## src/rtl/ipi_pkg.sv

```systemverilog
package ipi_pkg;

    localparam int ADDR_W     = 12;
    localparam int DATA_W     = 32;
    localparam int PAGE_SHIFT = 7;
    localparam int PAGE_W     = ADDR_W - PAGE_SHIFT;

    // current-CPU view
    localparam logic [ADDR_W-1:0] LOC_SEND = 12'h010;
    localparam logic [ADDR_W-1:0] LOC_ACK  = 12'h014;
    localparam logic [ADDR_W-1:0] LOC_MSET = 12'h018;
    localparam logic [ADDR_W-1:0] LOC_MCLR = 12'h01C;

    // explicit per-CPU pages: base + (cpu << PAGE_SHIFT)
    localparam logic [ADDR_W-1:0] PCPU_BASE  = 12'h400;
    localparam int                PCPU_PAGE0 = int'(PCPU_BASE >> PAGE_SHIFT);

    localparam logic [PAGE_SHIFT-1:0] OFF_RAISE = 7'h00;
    localparam logic [PAGE_SHIFT-1:0] OFF_CLEAR = 7'h04;
    localparam logic [PAGE_SHIFT-1:0] OFF_MSET  = 7'h08;
    localparam logic [PAGE_SHIFT-1:0] OFF_MCLR  = 7'h0C;

    localparam int BIT_OTHER = 0;
    localparam int BIT_SELF  = 31;

    localparam logic [7:0]  EVT_TYPE_IPI  = 8'd4;
    localparam logic [15:0] EVT_NUM_OTHER = 16'd1;
    localparam logic [15:0] EVT_NUM_SELF  = 16'd2;

    typedef enum logic [1:0] {
        CH_QUIET,   // not pending, masked
        CH_ARMED,   // not pending, unmasked
        CH_HELD,    // pending, masked
        CH_FIRING   // pending, unmasked
    } ch_state_e;

    function automatic logic [DATA_W-1:0] ipi_event(input logic [15:0] num);
        return {8'h00, EVT_TYPE_IPI, num};
    endfunction

endpackage

```

## src/rtl/ipi_chan_fsm.sv

```systemverilog
module ipi_chan_fsm
    import ipi_pkg::*;
(
    input  logic clk,
    input  logic rst_n,
    input  logic raise,
    input  logic drop,
    input  logic hide,
    input  logic reveal,
    input  logic take,
    output logic pending,
    output logic masked,
    output logic deliverable
);

    ch_state_e st_q, st_d;
    logic      pend_nx, mask_nx;

    always_ff @(posedge clk or negedge rst_n) begin
        if (!rst_n) st_q <= CH_QUIET;
        else        st_q <= st_d;
    end

    // outputs decoded from the current state
    always_comb begin
        pending     = 1'b0;
        masked      = 1'b1;
        deliverable = 1'b0;
        unique case (st_q)
            CH_QUIET:  begin pending = 1'b0; masked = 1'b1; end
            CH_ARMED:  begin pending = 1'b0; masked = 1'b0; end
            CH_HELD:   begin pending = 1'b1; masked = 1'b1; end
            CH_FIRING: begin pending = 1'b1; masked = 1'b0; deliverable = 1'b1; end
        endcase
    end

    // raise beats drop; an event take beats a mask-clear in the same cycle
    always_comb begin
        pend_nx = raise | (pending & ~drop);
        mask_nx = take | hide | (masked & ~reveal);
        st_d    = st_q;
        unique case ({pend_nx, mask_nx})
            2'b00: st_d = CH_ARMED;
            2'b01: st_d = CH_QUIET;
            2'b10: st_d = CH_FIRING;
            2'b11: st_d = CH_HELD;
        endcase
    end

endmodule

```

## src/rtl/ipi_wr_decode.sv

```systemverilog
module ipi_wr_decode
    import ipi_pkg::*;
#(
    parameter  int NUM_CPU = 4,
    localparam int CPU_W   = (NUM_CPU > 1) ? $clog2(NUM_CPU) : 1
) (
    input  logic               wr_en,
    input  logic [CPU_W-1:0]   wr_cpu,
    input  logic [ADDR_W-1:0]  wr_addr,
    input  logic [DATA_W-1:0]  wr_data,
    output logic [NUM_CPU-1:0] raise_oth,
    output logic [NUM_CPU-1:0] raise_slf,
    output logic [NUM_CPU-1:0] drop_oth,
    output logic [NUM_CPU-1:0] drop_slf,
    output logic [NUM_CPU-1:0] hide_oth,
    output logic [NUM_CPU-1:0] hide_slf,
    output logic [NUM_CPU-1:0] reveal_oth,
    output logic [NUM_CPU-1:0] reveal_slf
);

    logic [PAGE_SHIFT-1:0] offs;
    logic                  b_oth, b_slf;
    logic                  is_send, is_ack, is_mset, is_mclr;
    logic                  unused_data;

    assign offs    = wr_addr[PAGE_SHIFT-1:0];
    assign b_oth   = wr_data[BIT_OTHER];
    assign b_slf   = wr_data[BIT_SELF];
    assign is_send = wr_en && (wr_addr == LOC_SEND);
    assign is_ack  = wr_en && (wr_addr == LOC_ACK);
    assign is_mset = wr_en && (wr_addr == LOC_MSET);
    assign is_mclr = wr_en && (wr_addr == LOC_MCLR);
    assign unused_data = ^wr_data;

    for (genvar c = 0; c < NUM_CPU; c++) begin : g_cpu
        logic mine, page;
        assign mine = (wr_cpu == CPU_W'(c));
        assign page = wr_en &&
                      (wr_addr[ADDR_W-1:PAGE_SHIFT] == PAGE_W'(PCPU_PAGE0 + c));

        assign raise_oth[c]  = (is_send && wr_data[c]) ||
                               (page && offs == OFF_RAISE && b_oth);
        assign raise_slf[c]  = page && offs == OFF_RAISE && b_slf;
        assign drop_oth[c]   = (is_ack && mine && b_oth) ||
                               (page && offs == OFF_CLEAR && b_oth);
        assign drop_slf[c]   = (is_ack && mine && b_slf) ||
                               (page && offs == OFF_CLEAR && b_slf);
        assign hide_oth[c]   = (is_mset && mine && b_oth) ||
                               (page && offs == OFF_MSET && b_oth);
        assign hide_slf[c]   = (is_mset && mine && b_slf) ||
                               (page && offs == OFF_MSET && b_slf);
        assign reveal_oth[c] = (is_mclr && mine && b_oth) ||
                               (page && offs == OFF_MCLR && b_oth);
        assign reveal_slf[c] = (is_mclr && mine && b_slf) ||
                               (page && offs == OFF_MCLR && b_slf);
    end

endmodule

```

## src/rtl/ipi_evt_sel.sv

```systemverilog
module ipi_evt_sel
    import ipi_pkg::*;
#(
    parameter  int NUM_CPU = 4,
    localparam int CPU_W   = (NUM_CPU > 1) ? $clog2(NUM_CPU) : 1
) (
    input  logic               rd_en,
    input  logic [CPU_W-1:0]   rd_cpu,
    input  logic [NUM_CPU-1:0] hw_irq,
    input  logic [NUM_CPU-1:0] dlv_oth,
    input  logic [NUM_CPU-1:0] dlv_slf,
    output logic [NUM_CPU-1:0] take_oth,
    output logic [NUM_CPU-1:0] take_slf,
    output logic [DATA_W-1:0]  code
);

    always_comb begin
        take_oth = '0;
        take_slf = '0;
        code     = '0;
        if (rd_en && !hw_irq[rd_cpu]) begin
            if (dlv_oth[rd_cpu]) begin
                take_oth[rd_cpu] = 1'b1;
                code             = ipi_event(EVT_NUM_OTHER);
            end else if (dlv_slf[rd_cpu]) begin
                take_slf[rd_cpu] = 1'b1;
                code             = ipi_event(EVT_NUM_SELF);
            end
        end
    end

endmodule

```

## src/rtl/ipi_unit.sv

```systemverilog
module ipi_unit
    import ipi_pkg::*;
#(
    parameter  int NUM_CPU = 4,
    localparam int CPU_W   = (NUM_CPU > 1) ? $clog2(NUM_CPU) : 1
) (
    input  logic               clk,
    input  logic               rst_n,
    input  logic               wr_en,
    input  logic [CPU_W-1:0]   wr_cpu,
    input  logic [11:0]        wr_addr,
    input  logic [31:0]        wr_data,
    input  logic               rd_en,
    input  logic [CPU_W-1:0]   rd_cpu,
    input  logic [NUM_CPU-1:0] hw_irq,
    output logic [31:0]        evt_data,
    output logic [NUM_CPU-1:0] ipi_req
);

    logic [NUM_CPU-1:0] raise_oth, raise_slf, drop_oth, drop_slf;
    logic [NUM_CPU-1:0] hide_oth, hide_slf, reveal_oth, reveal_slf;
    logic [NUM_CPU-1:0] take_oth, take_slf;
    logic [NUM_CPU-1:0] pend_oth, pend_slf, mask_oth, mask_slf;
    logic [NUM_CPU-1:0] dlv_oth, dlv_slf;
    logic [DATA_W-1:0]  evt_code;

    ipi_wr_decode #(.NUM_CPU(NUM_CPU)) u_dec (
        .wr_en      (wr_en),
        .wr_cpu     (wr_cpu),
        .wr_addr    (wr_addr),
        .wr_data    (wr_data),
        .raise_oth  (raise_oth),
        .raise_slf  (raise_slf),
        .drop_oth   (drop_oth),
        .drop_slf   (drop_slf),
        .hide_oth   (hide_oth),
        .hide_slf   (hide_slf),
        .reveal_oth (reveal_oth),
        .reveal_slf (reveal_slf)
    );

    for (genvar c = 0; c < NUM_CPU; c++) begin : g_cpu
        ipi_chan_fsm u_oth (
            .clk         (clk),
            .rst_n       (rst_n),
            .raise       (raise_oth[c]),
            .drop        (drop_oth[c]),
            .hide        (hide_oth[c]),
            .reveal      (reveal_oth[c]),
            .take        (take_oth[c]),
            .pending     (pend_oth[c]),
            .masked      (mask_oth[c]),
            .deliverable (dlv_oth[c])
        );
        ipi_chan_fsm u_slf (
            .clk         (clk),
            .rst_n       (rst_n),
            .raise       (raise_slf[c]),
            .drop        (drop_slf[c]),
            .hide        (hide_slf[c]),
            .reveal      (reveal_slf[c]),
            .take        (take_slf[c]),
            .pending     (pend_slf[c]),
            .masked      (mask_slf[c]),
            .deliverable (dlv_slf[c])
        );
        assign ipi_req[c] = dlv_oth[c] | dlv_slf[c];
    end

    ipi_evt_sel #(.NUM_CPU(NUM_CPU)) u_sel (
        .rd_en    (rd_en),
        .rd_cpu   (rd_cpu),
        .hw_irq   (hw_irq),
        .dlv_oth  (dlv_oth),
        .dlv_slf  (dlv_slf),
        .take_oth (take_oth),
        .take_slf (take_slf),
        .code     (evt_code)
    );

    always_ff @(posedge clk or negedge rst_n) begin
        if (!rst_n)     evt_data <= '0;
        else if (rd_en) evt_data <= evt_code;
    end

endmodule

```

## config.mk

```make
export PLATFORM = sky130hd
export DESIGN_NAME = ipi_unit
export DESIGN_NICKNAME = d
export VERILOG_FILES = /design/src/rtl/ipi_pkg.sv /design/src/rtl/ipi_chan_fsm.sv /design/src/rtl/ipi_wr_decode.sv /design/src/rtl/ipi_evt_sel.sv /design/src/rtl/ipi_unit.sv
export SDC_FILE = /design/constraint.sdc
export NUM_CORES = 1
export LEC_CHECK = 0
export BUFFER_PORTS_ARGS = -buffer_cell sky130_fd_sc_hd__buf_2
export CAP_MARGIN = 10
export CORE_MARGIN = 10
export CORE_UTILIZATION = 39
export DETAILED_ROUTE_END_ITERATION = 10
export PLACE_DENSITY = 0.74
export RECOVER_POWER = 25
export SLEW_MARGIN = 30
export SYNTH_ARGS = -nofsm -noshare
export SYNTH_HDL_FRONTEND = slang
export SYNTH_SLANG_ARGS = --single-unit
```

## constraint.sdc

```tcl
create_clock -name clk -period 1.3 [get_ports clk]
set_input_delay 0.065 -clock clk [delete_from_list [all_inputs] [get_ports clk]]
set_output_delay 0.065 -clock clk [all_outputs]
set_load 0.05 [all_outputs]
```

; ---- Word level (Yosys, flattened, before mapping)
; Cells that the tools add are included.
[classes]
n_lt_le_gt_ge = 2
n_eq_ne = 62
mux = 48
n_bitwise = 60
n_reduce_logical = 177
[ops]
columns = op, n
row1 = logical AND 1 bit, 98
row2 = "== test 2 bit, second input constant", 34
row3 = two-way mux 32 bit, 2
row4 = case mux 2 bit (4 select lines), 8
row5 = OR reduction 2 bit, 32
row6 = "== test 12 x 5 -> 1 bit, second input constant", 4
row7 = "== test 2 x 1 -> 1 bit, second input constant", 17
row8 = zero test 2 bit, 17
row9 = case mux 1 bit (2 select lines), 16
row10 = logical OR 1 bit, 28
row11 = bitwise OR 1 bit, 28
row12 = "== test 5 x 4 -> 1 bit, second input constant", 4
row13 = two-way mux 4 bit, 5
row14 = two-way mux 19 bit, 1
row15 = AND 1 bit, 16
row16 = NOT 1 bit, 16
row17 = "== test 7 x 4 -> 1 bit, second input constant", 2
row18 = two-way mux 1 bit, 12
row19 = "== test 7 x 3 -> 1 bit, second input constant", 1
row20 = zero test 7 bit, 1
row21 = binary-select mux 1 bit (select 2 bit), 3
row22 = "less-than comparator 2 x 3 -> 1 bit, second input constant", 1
row23 = demux 1 bit (select 2 bit), 1
row24 = ">= comparator 2 x 1 -> 1 bit, second input constant", 1
row25 = zero test 1 bit, 1
[totals]
reg_bits = 48
inputBits = 56
output_inout_bits = 36
word_cells = 358

; ---- Longest topological paths before layout
; Gate-level depths: netlist of run 1.
[logic_depth]
depth_word = 11
depth_mapped = 6

; ---- By module
; From an unflattened synthesis of run 1, not the netlist that was laid out.
[hier_totals]
cells_unflattened = 275
hier_area_um2 = 2986.6
[by_module_without_submodules]
columns = mod, n_inst, cells_per_inst, area_each_um2, seq_area_each_um2
row1 = ipi_unit, 1, 72, 1370.1, 800.8
row2 = ipi_chan_fsm, 8, 9, 90.1, 50.0
row3 = ipi_wr_decode, 1, 74, 474.2, 0.0
row4 = ipi_evt_sel, 1, 57, 421.7, 0.0

; ---- Least setup slack after synthesis of run 1
; Ideal clock, no wire load.
[synth_path]
kind = input to register
start = input rd_cpu[0]
end = register g_cpu[1].u_slf.st_q[0]
setup_time_ns = 0.123
t_arrival_ns = 1.639
required_ns = 1.177
setup_slack_ns = -0.462
path_stages = 6
cell_sequence = buf_6 mux4_2 or2_0 clkbuf_2 or4_1 o221a_2
[synth_via]
elab_chain_len = 11
word_cells_on_any_way = 23
cone_classes = 2 x order compare / 3 x eq/ne / 12 x mux / 2 x bitwise / 4 x reduce/logical
[synth_rtl]
columns = item, line_no
row1 = start: declaration, ipi_unit.sv:14  ; input logic [CPU_W-1:0] rd_cpu,
row2 = less-than comparator 2 x 3 -> 1 bit (implied by the code) / >= comparator 2 x 1 -> 1 bit (equally long branches), ipi_evt_sel.sv:26  ; take_slf[rd_cpu] = 1'b1;
row3 = logical AND 1 bit (implied by the code), ipi_evt_sel.sv:26
row4 = two-way mux 1 bit (implied by the code), ipi_evt_sel.sv:26
row5 = demux 1 bit (select 2 bit), --
row6 = two-way mux 4 bit, ipi_evt_sel.sv:25  ; end else if (dlv_slf[rd_cpu]) begin
row7 = two-way mux 4 bit, ipi_evt_sel.sv:22  ; if (dlv_oth[rd_cpu]) begin
row8 = two-way mux 4 bit *, ipi_evt_sel.sv:21  ; if (rd_en && !hw_irq[rd_cpu]) begin
row9 = bitwise OR 1 bit * (2 in a row), ipi_chan_fsm.sv:40  ; mask_nx = take | hide | (masked & ~reveal);
row10 = "== test 2 bit, or another cell as far along", ipi_chan_fsm.sv:42  ; unique case ({pend_nx, mask_nx})
row11 = case mux 2 bit (4 select lines) *, ipi_chan_fsm.sv:42
row12 = net g_cpu[1].u_slf.st_d[0], ipi_chan_fsm.sv:16  ; ch_state_e st_q, st_d;
row13 = end signal: assignment, ipi_chan_fsm.sv:21  ; else st_q <= st_d;
row14 = end: declaration, ipi_chan_fsm.sv:16
; Mark *: on every way through the listed nets, which the timed path passes. The rest lies on a longest branch. The select of a mux whose other input is x is not followed.
; A chain may end at the register's enable or synchronous reset.

; ---- Worst setup path in the final report of run 1
[layout_path]
start = register g_cpu[2].u_oth.st_q[0]
end = register g_cpu[3].u_slf.st_q[0]
[layout_via]
elab_chain_len = 10
word_cells_on_any_way = 13
cone_classes = 4 x eq/ne / 6 x mux / 2 x bitwise / 1 x reduce/logical
[layout_rtl]
columns = item, line_no
row1 = start: declaration, ipi_chan_fsm.sv:16
row2 = start signal: assignment, ipi_chan_fsm.sv:21
row3 = == test 2 bit *, ipi_chan_fsm.sv:29  ; unique case (st_q)
row4 = two-way mux 1 bit *, ipi_chan_fsm.sv:29
row5 = binary-select mux 1 bit (select 2 bit) *, ipi_evt_sel.sv:22
row6 = two-way mux 1 bit (implied by the code) *, ipi_evt_sel.sv:22
row7 = two-way mux 4 bit *, ipi_evt_sel.sv:22
row8 = two-way mux 4 bit *, ipi_evt_sel.sv:21
row9 = bitwise OR 1 bit * (2 in a row), ipi_chan_fsm.sv:40
row10 = "== test 2 bit, or another cell as far along", ipi_chan_fsm.sv:42
row11 = case mux 2 bit (4 select lines) *, ipi_chan_fsm.sv:42
row12 = net g_cpu[3].u_slf.st_d[0], ipi_chan_fsm.sv:16
row13 = end signal: assignment, ipi_chan_fsm.sv:21
row14 = end: declaration, ipi_chan_fsm.sv:16
; Marked as above.

==> results of run 1 <==
timing repair:
action | 4_1_cts | 5_1_grt
gates resized for setup | 11 | 7
endpoints found under the hold margin | 20 | 0
pin swaps | 7 | 3
setup endpoints to repair | 7 | 11
setup buffers | 3 | 2
hold buffers | 2 | 0
logic make-up after synthesis:
kind of cell / after synthesis / share of synthesized area
compound gates: 42 / 0.192
mux: 2 / 0.0315
other cells: 1 / 0.00242
flops: 19 / 0.307
buf+inv: 45 / 0.185
simple gates: 71 / 0.282
worst paths after layout:
| check | cells after the start | start | slack, ns | endpoint |
|---|---|---|---|---|
| setup / recovery | 4 | g_cpu[2].u_oth.st_q[0] | -0.17 | g_cpu[3].u_slf.st_q[0] |
| setup reg to reg | 4 | g_cpu[2].u_oth.st_q[0] | -0.17 | g_cpu[3].u_slf.st_q[0] |
| max in group asynchronous | 2 | rst_n | 0.67 | g_cpu[3].u_slf.st_q[0] |
| hold / removal | 3 | wr_data[2] | 0.05 | g_cpu[2].u_oth.st_q[1] |
| min in group asynchronous | 2 | rst_n | 0.29 | g_cpu[2].u_slf.st_q[1] |
| hold reg to reg | 1 | evt_data[0] | 0.52 | evt_data[0] |
placed cells by master (no fill, tap or decap), drive strengths merged:
cell type    instances
buf                 71
conb                29
dfrtp               19
nand2               15
inv                 11
nand4               11
a21oi               11
o21ai                7
nand4b               6
nor2                 5
a21o                 5
clkbuf               5
and2                 4
a21boi               4
o221a                4
or3                  4
nand3                3
or4                  3
a22o                 3
nor4b                3
nand2b               3
nor3                 2
and3                 2
nor2b                2
and4                 2
mux4                 2
o211a                2
a211oi               2
a32oi                2
dlygate4sd3          2
nor4                 2
nor4bb               1
or2                  1
nand4bb              1
o211ai               1
or2b                 1
o32ai                1
clkinv               1
worst register-to-register path: cells and delay by family (launching register included):
family / cells / cell delay, ns
AOI/OAI and AO/OA: 1 / 0.13
DFF: 1 / 0.39
and+or+nand+nor: 3 / 0.84
layout make-up:
class                           instances  area (um^2)  area share
Sequential cell                        19          475       0.227
Clock inverter                          1         5.00     0.00239
Inverter                               11         41.3      0.0197
Tap cell                               48         60.1      0.0287
Clock buffer                            3         41.3      0.0197
Timing Repair Buffer                   75          499       0.238
Multi-Input combinational cell        144          973       0.464
state kept, by name (all words and copies together) (netlist names):
register	cells
g_cpu.u_oth.st_q	8
g_cpu.u_slf.st_q	8
evt_data	3
power by group through the flow:
| stage | Sequential, mW | Combinational (mW) | Clock (mW) |
|---|---|---|---|
| after CTS | 0.618 | 0.520 | 0.443 |
| final | 0.617 | 0.537 | 0.429 |
| after floorplan | 0.644 | 0.399 | 0 |
| after global routing | 0.620 | 0.568 | 0.475 |
| after global placement | 0.629 | 0.480 | 0 |
| after detailed placement | 0.629 | 0.485 | 0 |
per-stage QoR:
| step | area [um^2] | TNS [ns] |
|---|---|---|
| finish | 2100 | -0.589 |
| global route | 2100 | -1.03 |
| CTS | 2050 | -0.599 |
| detailed placement | 1940 | -3.01 |
| global placement | 1940 | -2.70 |
| floorplan | 1710 | -1.73 |
per-layer routing:
metal	GRT usage	routed length (um)
met1	0.141	1850
met2	0.225	2590
met3	0.0352	241
met4	0.0277	44
met5	0	0
==> out/qor.csv, run 1 <==
stage;metric;value;unit
outcome;status;finished, violations left;
outcome;violations;setup timing;
floorplan;ios;92;
global_route;first_global_vias;1593;
synthesis;yosysMostFrequentCell;buf_4;
setup_path;crit_chain;nand4b_1 -> nand4_1 -> or4_1 -> o211a_1;
synthesis;avgSynthCellArea;8.61;um^2
clocking;htree_levels;1;
synthesis;ys_top_cells_by_area;dfrtp_1, buf_4, nand4_1;
clocking;clk_pin_slew;0.08;ns
clocking;cts_root_buffer;clkbuf_8;
power;peakVddDrop;0.486;mV
synthesis;synth_top_area_cell;dfrtp_1;
floorplan;core_region_area;0.00374;mm^2
floorplan;start_util;0.414;
drt;vias;1585;
global_route;grtUsageTotal;0.125;
drt;dr.pass1.iters;4;
setup_path;critPathMaxStageDelay;0.51;ns
layout;post-route-util;0.560;
timing;fin_crit_sh;1.13;
power;design_power_total;1.58;mW
power;p_sw_frac;0.383;
power;seqPwrFrac;0.390;
placed_design;io_buffers;35;
timing;drv_slew;0;
drt;routedWlPerCell;15.7;um
layout;diodes;0;
synthesis;synth_area;0.00155;mm^2
layout;fin_nets;310;
drt;drtIter0Drc;100;
drt;drt_wl_total;4.72;mm
floorplan;design.die.area;0.00690;mm^2
layout;layout.cells.non_filler;301;
timing;setup_violations;6;
placed_design;dp_hpwl;3.72;mm
power;leakage;1.00;nW
synthesis;synthFlopType;dfrtp_1;
timing;fin_crit;1.47;ns
synthesis;synth_top_cell_area_share;0.307;
power;p_int;0.977;mW
drt;ant_nets;0;
floorplan;rows;22;
clocking;cts_tree;built;
timing;hold_viol_final;0;
global_route;grt_pass1_wl;7.51;mm
clocking;cts_inserted_buffers;3;
synthesis;netlist_instances;180;
setup_path;worst_setup_path_end_kind;flip-flop;
global_route;antenna_found_initial;0;
timing;rsz0062_at_grt;yes;
synthesis;ys_warn_count;0;
synthesis;yosysSeqAreaShare;0.307;
setup_path;cp_data_required_time;1.45;ns
synthesis;async_reset_ff_frac;1.00;
timing;hold_ws;0.0550;ns
clocking;cts.sinks;19;
placed_design;gp_congestion;0.920;
synthesis;yosys.cell_types.count;41;
placed_design;dp_slack;-0.541;ns
setup_path;worst-path-buf-inv;0;
floorplan;fp.dieH;83.0;um
clocking;clkLatencyLatePin;0.27;ns
timing;fmax;679;MHz
clocking;cts_buffer_depth;2;
synthesis;synthTopCellsByCount;buf_4, dfrtp_1, nand2_1;
drt;vias_per_cell;5.27;
layout;drive_above_1_share;0.387;
layout;area_growth;35.2;%
drt;post-route-drc-count;0;
placed_design;dp_cells;291;
timing;finClkSkew;0.00707;ns
power;power_density;756;mW/mm^2
global_route;grt_max_degree;20;
setup_path;cp-start-kind;flip-flop;
floorplan;die_w;83.0;um
layout;n_fill_cell;354;
setup_path;critPathMaxFanout;5;
setup_path;cpMaxStageDelayCell;or4_1;
synthesis;synth_edf_count;0;
power;comb_power_share;0.339;
synthesis;ys_seq_elements;19;
global_route;overflow;0;
power;p_sw;0.607;mW
setup_path;crit_family;simple AND/OR/NAND/NOR gates;
min_path;hp-class;primary input to flip-flop;
setup_path;crit_type;flip-flop to flip-flop;
power;p_clk_frac;0.271;
timing;setup_ws;-0.174;ns
setup_path;crit_arrival;1.63;ns
flow_run;maxCapViolCount;0;
Power figures use the tool's default switching activity.
==> run 2: changes to the inputs <==
Clock period 1.3 ns to 1.2 ns, I/O delays scaled along.
==> out/qor.csv, run 2 (synthesized netlist as in run 1, its figures left out) <==
stage;metric;value;unit
outcome;status;finished, violations left;
outcome;violations;setup timing;
floorplan;fp.dieH;83.0;um
setup_path;r2r-start;g_cpu[2].u_oth.st_q[0];
setup_path;cp-start-kind;flip-flop;
setup_path;crit_chain;nand4b_1 -> nand4_1 -> or4_1 -> o221a_2;
drt;drt_wl_total;4.75;mm
drt;vias_per_cell;5.13;
layout;drive_above_1_share;0.421;
placed_design;io_buffers;35;
timing;fmax;687;MHz
timing;setup_violations;9;
timing;rsz0062_at_grt;yes;
clocking;cts_buffer_depth;2;
layout;fin_nets;318;
layout;reg_top3;g_cpu.u_oth.st_q: 8 flops, g_cpu.u_slf.st_q: 8 flops, evt_data: 3 flops;
global_route;overflow;0;
clocking;clk_pin_slew;0.07;ns
setup_path;cp_data_required_time;1.35;ns
layout;area_growth;45.6;%
clocking;cts_inserted_buffers;3;
clocking;cts.sinks;19;
placed_design;dp_cells;292;
min_path;hp-class;primary input to flip-flop;
placed_design;dp_hpwl;3.63;mm
setup_path;worst_setup_path_end_kind;flip-flop;
timing;hold_viol_final;0;
clocking;clkLatencyLatePin;0.25;ns
floorplan;rows;22;
layout;final_common_cell;buf_4;
power;power_density;773;mW/mm^2
setup_path;critPathMaxStageDelay;0.46;ns
floorplan;ios;92;
timing;hold_ws;0.0367;ns
drt;ant_nets;0;
global_route;grtUsageTotal;0.124;
setup_path;worst-path-buf-inv;0;
power;design_power_total;1.74;mW
floorplan;die_w;83.0;um
floorplan;design.die.area;0.00690;mm^2
drt;dr.pass1.iters;4;
timing;finClkSkew;0.00190;ns
placed_design;dp_slack;-0.562;ns
power;leakage;1.06;nW
timing;drv_slew;0;
timing;fin_crit;1.45;ns
min_path;hp-start;wr_data[2];
global_route;first_global_vias;1619;
placed_design;gp_congestion;0.821;
setup_path;regToRegSetupSlack;-0.25;ns
flow_run;maxCapViolCount;0;
drt;post-route-drc-count;0;
power;peakVddDrop;0.448;mV
drt;routedWlPerCell;15.4;um
layout;design_area;0.00226;mm^2
clocking;cts_root_buffer;clkbuf_8;
placed_design;dpl-instance-area;0.00197;mm^2
layout;layout_common_cells;buf_4, conb_1, buf_2;
setup_path;startpoint;g_cpu[2].u_oth.st_q[0];
drt;drtIter0Drc;99;
drt;vias;1586;
setup_path;crit_arrival;1.60;ns
clocking;cts_tree;built;
layout;diodes;0;
timing;setup_ws;-0.255;ns
setup_path;crit_type;flip-flop to flip-flop;
layout;layout.cells.non_filler;309;
setup_path;crit_family;simple AND/OR/NAND/NOR gates;
floorplan;start_util;0.414;
setup_path;critPathMaxFanout;5;
global_route;antenna_found_initial;0;
setup_path;cpMaxStageDelayCell;or4_1;
floorplan;core_region_area;0.00374;mm^2
layout;n_fill_cell;344;
clocking;htree_levels;1;
global_route;grt_max_degree;20;
timing;fin_crit_sh;1.21;
global_route;grt_pass1_wl;7.47;mm
## run 2: routing by layer
layer	up-vias	part of all wire	track usage
met5	-	0	0
li1	771	-	-
met4	0	0.012	0.0400
met3	8	0.056	0.0322
met1	747	0.42	0.152
met2	60	0.51	0.206
## run 2: final timing paths
check | end | cells past startpoint
worst max-delay path | g_cpu[1].u_slf.st_q[0] | 4
worst min-delay path | g_cpu[2].u_oth.st_q[1] | 3
worst max register to register | g_cpu[1].u_slf.st_q[0] | 4
worst min register to register | evt_data[0] | 1
max in group asynchronous | g_cpu[0].u_oth.st_q[0] | 2
min in group asynchronous | g_cpu[2].u_oth.st_q[0] | 2
## run 2: area by class of cell
class,count,area (um^2),share of cell area
multi-input cells,144,1030,0.455
inverters,11,41.3,0.0183
clock buffers,4,45.0,0.0200
well taps,48,60.1,0.0266
flip-flops and latches,19,475,0.211
repair buffers,83,608,0.269
## run 2: tightest hold or removal path: stages
cell	delay, ns
buf_2	0.08
nand2_1	0.04
o211ai_1	0.08
## run 2: per-stage QoR
step / setup TNS (ns) / utilization
global route: -1.64 / 0.603
finish: -1.27 / 0.603
CTS: -1.12 / 0.561
detailed placement: -4.68 / 0.525
floorplan: -2.52 / -
global placement: -4.20 / 0.525
## run 2: report_power, final
| group | internal, mW | switching (mW) |
|---|---|---|
| Combinational | 0.201 | 0.423 |
| Clock | 0.236 | 0.212 |
| Sequential | 0.660 | 0.0133 |
## run 2: what timing repair did
item	in CTS	in global routing
endpoints found under the hold margin	20	0
buffers inserted	4	10
endpoints found under the setup margin	11	20
pin swaps	7	20
gates resized for setup	13	29
hold buffers	2	0
